<file path="config.mk">
export PLATFORM = sky130hd
export DESIGN_NAME = fpclass_unit
export DESIGN_NICKNAME = d
export VERILOG_FILES = /design/src/rtl/fpclass_pkg.sv /design/src/rtl/fp_field_summary.sv /design/src/rtl/fp_class_encode.sv /design/src/rtl/fpclass_unit.sv
export SDC_FILE = /design/constraint.sdc
export NUM_CORES = 1
export LEC_CHECK = 0
export CAP_MARGIN = 10
export CORE_UTILIZATION = 51
export CTS_BUF_LIST = sky130_fd_sc_hd__clkbuf_2
export CTS_CLUSTER_DIAMETER = 40
export DETAILED_ROUTE_END_ITERATION = 10
export DONT_BUFFER_PORTS = 1
export PLACE_DENSITY = 0.66
export SLEW_MARGIN = 20
export SYNTH_ARGS = -nofsm -noshare
export SYNTH_HDL_FRONTEND = slang
export SYNTH_HIERARCHICAL = 1
export SYNTH_SLANG_ARGS = --single-unit
</file>
<file path="constraint.sdc">
create_clock -name clk -period 1 [get_ports clk]
set_clock_uncertainty 0.1 [all_clocks]
set_input_delay 0.25 -clock clk [delete_from_list [all_inputs] [get_ports clk]]
set_output_delay 0.25 -clock clk [all_outputs]
set_load 0.01 [all_outputs]
</file>
<file path="src/rtl/fpclass_pkg.sv">
package fpclass_pkg;

   // class mask width and bit positions (position is the encoding)
   localparam int unsigned CLS_W     = 10;
   localparam int unsigned CLS_SNAN  = 0;
   localparam int unsigned CLS_QNAN  = 1;
   localparam int unsigned CLS_NINF  = 2;
   localparam int unsigned CLS_NNORM = 3;
   localparam int unsigned CLS_NSUB  = 4;
   localparam int unsigned CLS_NZERO = 5;
   localparam int unsigned CLS_PINF  = 6;
   localparam int unsigned CLS_PNORM = 7;
   localparam int unsigned CLS_PSUB  = 8;
   localparam int unsigned CLS_PZERO = 9;

   // field widths of the two formats
   localparam int unsigned SP_EXP_W = 8;
   localparam int unsigned SP_MAN_W = 23;
   localparam int unsigned DP_EXP_W = 11;
   localparam int unsigned DP_MAN_W = 52;
   localparam int unsigned SP_TOT_W = 1 + SP_EXP_W + SP_MAN_W;
   localparam int unsigned DP_TOT_W = 1 + DP_EXP_W + DP_MAN_W;

   typedef logic [CLS_W-1:0] cls_mask_t;

   // format-independent reduction of an operand
   typedef struct packed {
      logic sign;
      logic exp_ones;
      logic exp_zero;
      logic man_nz;
      logic man_msb;
   } fp_summary_t;

endpackage

</file>
<file path="src/rtl/fp_field_summary.sv">
module fp_field_summary
   import fpclass_pkg::*;
#(
   parameter int unsigned EXP_W = 8,
   parameter int unsigned MAN_W = 23,
   localparam int unsigned TOT_W = 1 + EXP_W + MAN_W
) (
   input  logic [TOT_W-1:0] bits_in,
   output fp_summary_t      summ
);

   logic [EXP_W-1:0] exp_f;
   logic [MAN_W-1:0] man_f;

   assign exp_f = bits_in[TOT_W-2 -: EXP_W];
   assign man_f = bits_in[MAN_W-1:0];

   always_comb begin
      summ.sign     = bits_in[TOT_W-1];
      summ.exp_ones = &exp_f;
      summ.exp_zero = ~|exp_f;
      summ.man_nz   = |man_f;
      summ.man_msb  = man_f[MAN_W-1];
   end

endmodule

</file>
<file path="src/rtl/fp_class_encode.sv">
module fp_class_encode
   import fpclass_pkg::*;
(
   input  fp_summary_t summ,
   output cls_mask_t   mask
);

   always_comb begin
      mask = '0;
      if (summ.exp_ones) begin
         if (summ.man_nz)
            mask[summ.man_msb ? CLS_QNAN : CLS_SNAN] = 1'b1;
         else
            mask[summ.sign ? CLS_NINF : CLS_PINF] = 1'b1;
      end else if (summ.exp_zero) begin
         if (summ.man_nz)
            mask[summ.sign ? CLS_NSUB : CLS_PSUB] = 1'b1;
         else
            mask[summ.sign ? CLS_NZERO : CLS_PZERO] = 1'b1;
      end else begin
         mask[summ.sign ? CLS_NNORM : CLS_PNORM] = 1'b1;
      end
   end

endmodule

</file>
<file path="src/rtl/fpclass_unit.sv">
module fpclass_unit
   import fpclass_pkg::*;
#(
   parameter int unsigned XLEN           = 64,
   parameter bit          SUPPORT_DOUBLE = 1'b1,
   localparam int unsigned OP_W = SUPPORT_DOUBLE ? DP_TOT_W : SP_TOT_W
) (
   input  logic            clk,
   input  logic            rst_n,
   input  logic            in_valid,
   input  logic            fmt_dbl,
   input  logic [OP_W-1:0] operand,
   output logic            out_valid,
   output logic [XLEN-1:0] class_mask
);

   // elaboration-time parameter checks
   if (XLEN < CLS_W) begin : g_bad_xlen
      $error("fpclass_unit: XLEN must hold the class mask");
   end

   fp_summary_t sp_summ;
   fp_summary_t sel_summ;
   cls_mask_t   cls_nxt;
   cls_mask_t   mask_q;

   fp_field_summary #(
      .EXP_W (SP_EXP_W),
      .MAN_W (SP_MAN_W)
   ) u_sp_fields (
      .bits_in (operand[SP_TOT_W-1:0]),
      .summ    (sp_summ)
   );

   if (SUPPORT_DOUBLE) begin : g_dp
      fp_summary_t dp_summ;
      fp_field_summary #(
         .EXP_W (DP_EXP_W),
         .MAN_W (DP_MAN_W)
      ) u_dp_fields (
         .bits_in (operand),
         .summ    (dp_summ)
      );
      assign sel_summ = fmt_dbl ? dp_summ : sp_summ;
   end else begin : g_sp_only
      assign sel_summ = sp_summ;
   end

   fp_class_encode u_encode (
      .summ (sel_summ),
      .mask (cls_nxt)
   );

   always_ff @(posedge clk or negedge rst_n) begin
      if (!rst_n) begin
         out_valid <= 1'b0;
         mask_q    <= '0;
      end else begin
         out_valid <= in_valid;
         if (in_valid)
            mask_q <= cls_nxt;
      end
   end

   if (XLEN > CLS_W) begin : g_pad
      assign class_mask = {{(XLEN-CLS_W){1'b0}}, mask_q};
   end else begin : g_exact
      assign class_mask = mask_q;
   end

endmodule

</file>
==> impl_metrics.yaml <==
run_status:
  status: "finished with violations"
  violations: "setup timing"
floorplanning:
  core_um2: 2280
  die_area_um2: 2710
  fp-row-count: 17
  initial_core_util_pct: 56.1
  io_pins: 133
  die_y_um: 52.1
  die_w_um: 52.1
synthesis:
  netlist_area_um2: 1280
  ys_seq_area_share_pct: 21.5
  synthCells: 136
  synthDistinctLibCells: 21
  synth-seq-cells: 11
  synth.avg_cell_area_um2: 9.39
  yosysWarnings: 6
setup_path:
  crit_type: "in2reg"
  cp_cell_sequence: "nor4_4 > nand3_1 > or4_1 > mux2_4 > and4bb_2 > mux2_4"
  r2r_setup_slack_ns: 0
  path_max_fanout: 8
  critPathArrivalTime_ns: 1.92
  max_stage_delay_ns: 0.53
  worstRegToRegCells: 2
  crit_required_ns: 1.07
  rr_endpoint: "mask_q[5]"
  rr_startpoint: "mask_q[5]"
  start_kind: "primary input"
  end_kind: "flip-flop"
  path_buf_inv: 0
  crit_top_cell: "mux2_4"
  path_delay_family: "simple AND/OR/NAND/NOR gates"
  slowest_stage: "or4_1"
sta:
  setup_ws_ns: -0.850
  finalSetupViolCount: 21
  whs_ns: 0.0272
  fmaxAchievable_mhz: 540
  finalHoldViolations: 0
  rsz0062_at_grt: "true"
  slew_violations: 0
  finalSetupTns_ns: -8.09
  finalCritPeriodShare_pct: 185
  fin_crit_ns: 1.85
layout:
  drive_gt1_share_pct: 32.2
  fin_util_pct: 57.9
  n_antenna_cell: 0
  area_growth_pct: 3.23
  multi_input_area_um2: 901
  regArea_um2: 275
  n_fill_cell: 202
  final_nets: 212
placed_design:
  place_congestion: 0.820
  place.port_buffers: 0
  dp_slack_ns: -1.16
  dpl.hpwl_um: 2140
detailed_routing:
  route.detailed.drc: 0
  dr.pass1.iters: 4
  routed_via_density: 5.37
  detail-route-antenna-nets: 0
  num_vias: 918
  wl_per_cell_um: 15.5
  routed_wl_um: 2660
  initialDrtViolationCount: 14
power:
  peakVddDrop_mv: 0.505
  fin_total_pwr_mw: 0.929
  leakage_nw: 0.584
  powerDensity_nw_per_um2: 704
clock_tree:
  cts_tree: "yes"
  cts_buffers: 3
  clock_sinks: 11
  worstSkewPairLatency_ns: 0.27
  cts_max_level: 1
  clk_pin_slew_ns: 0.12
  root_buffer: "clkbuf_2"
  clockBufferDepth: 2
global_routing:
  antenna_found_initial: 0
  grt_pass1_vias: 777
  track_usage_pct: 18.7
  grt_pass1_wl_um: 3660
  grt_overflow: 0
  grt_max_degree: 12
min_path:
  hold_depth: 1
  min_to: "mask_q[7]"
  hold_class: "in2reg"
  hp-start: "in_valid"
run:
  max-cap-violations: 0
[cell families (layout without fill, tap and decap cells)]
| kind of cell | Yosys count | count (layout) | synth area share [%] |
|---|---|---|---|
| buffers and inverters | 59 | 13 | 35.0 |
| DFF | 11 | 11 | 21.5 |
| muxes | 15 | 15 | 16.2 |
| other | 1 | 54 | 0.294 |
| and+or+nand+nor | 50 | 50 | 27.0 |
[worst max path at each step]
| stage | from | to | slack (ns) | depth (start not counted) |
|---|---|---|---|---|
| 5_1_grt | operand[35] | mask_q[8] | -0.86 | 6 |
| 3_3_place_gp | operand[35] | mask_q[8] | -1.14 | 6 |
| 2_1_floorplan | operand[26] | mask_q[8] | -1.06 | 6 |
| 6_report | operand[35] | mask_q[8] | -0.85 | 6 |
| 4_1_cts | operand[1] | mask_q[8] | -0.84 | 6 |
| 3_5_place_dp | operand[35] | mask_q[8] | -1.16 | 6 |
[report_power, final]
part           switching [mW]  internal (mW)
clock network           0.159          0.106
logic                   0.124         0.0682
registers              0.0143          0.457
total                   0.297          0.631
[stage by stage]
stage | std cells | area (um2)
2_1_floorplan | 189 | 1540
3_3_place_gp | 163 | 1170
3_5_place_dp | 163 | 1170
4_1_cts | 171 | 1300
5_1_grt | 171 | 1320
6_report | 171 | 1320
[cells in the final DEF, fill, tap and decap left out, types with 4 or more instances in the layout]
master / instances
mux2_4: 12
nor4_4: 7
nor4_1: 11
nand4_1: 6
conb_1: 54
buf_6: 4
clkbuf_2: 4
dfrtp_1: 11
[synthesized netlist by cell type]
master,count,area (um2)
nand4_1,6,37.5
buf_6,1,11.3
nor4b_2,1,15.0
or4_1,3,22.5
buf_4,58,435
and4b_2,1,11.3
mux2_2,5,56.3
conb_1,1,3.75
nor3_1,3,15.0
and4_1,1,8.76
nor2_1,2,7.51
mux2_4,10,150
and3_2,1,7.51
nor3b_1,2,15.0
nand2_1,2,7.51
nand3_1,3,15.0
and3b_2,2,20.0
dfrtp_1,11,275
and4bb_2,2,25.0
nor4_2,1,12.5
nor4_1,20,125
[final cells by class]
cell class,instances,share of cell area [%]
Clock buffer,4,1.52
Multi-Input combinational cell,119,68.3
Sequential cell,11,20.9
Tap cell,28,2.66
Timing Repair Buffer,9,6.64
[state kept, by name, indices dropped and copies added (netlist names)]
name / flops
mask_q: 10
out_valid: 1
[timing repair]
action	in CTS	in global routing
setup buffers	2	0
setup endpoints to repair	21	21
gates resized for setup	13	2
pin swaps	7	7
hold buffers	2	0
hold endpoints to repair	12	0
gates cloned	0	0
[worst reg2reg max path: stages, from the launching register on]
cell and delay [ns]:
dfrtp_1 0.40, buf_4 0.13, mux2_4 0.26
[per-layer routing]
| metal | wire, um | GRT usage, % |
|---|---|---|
| met1 | 945 | 20.5 |
| met2 | 1340 | 33.3 |
| met3 | 336 | 5.26 |
| met4 | 36 | 7.21 |
| met5 | 0 | 0 |
Note: power is estimated with default switching activity, not from simulation.
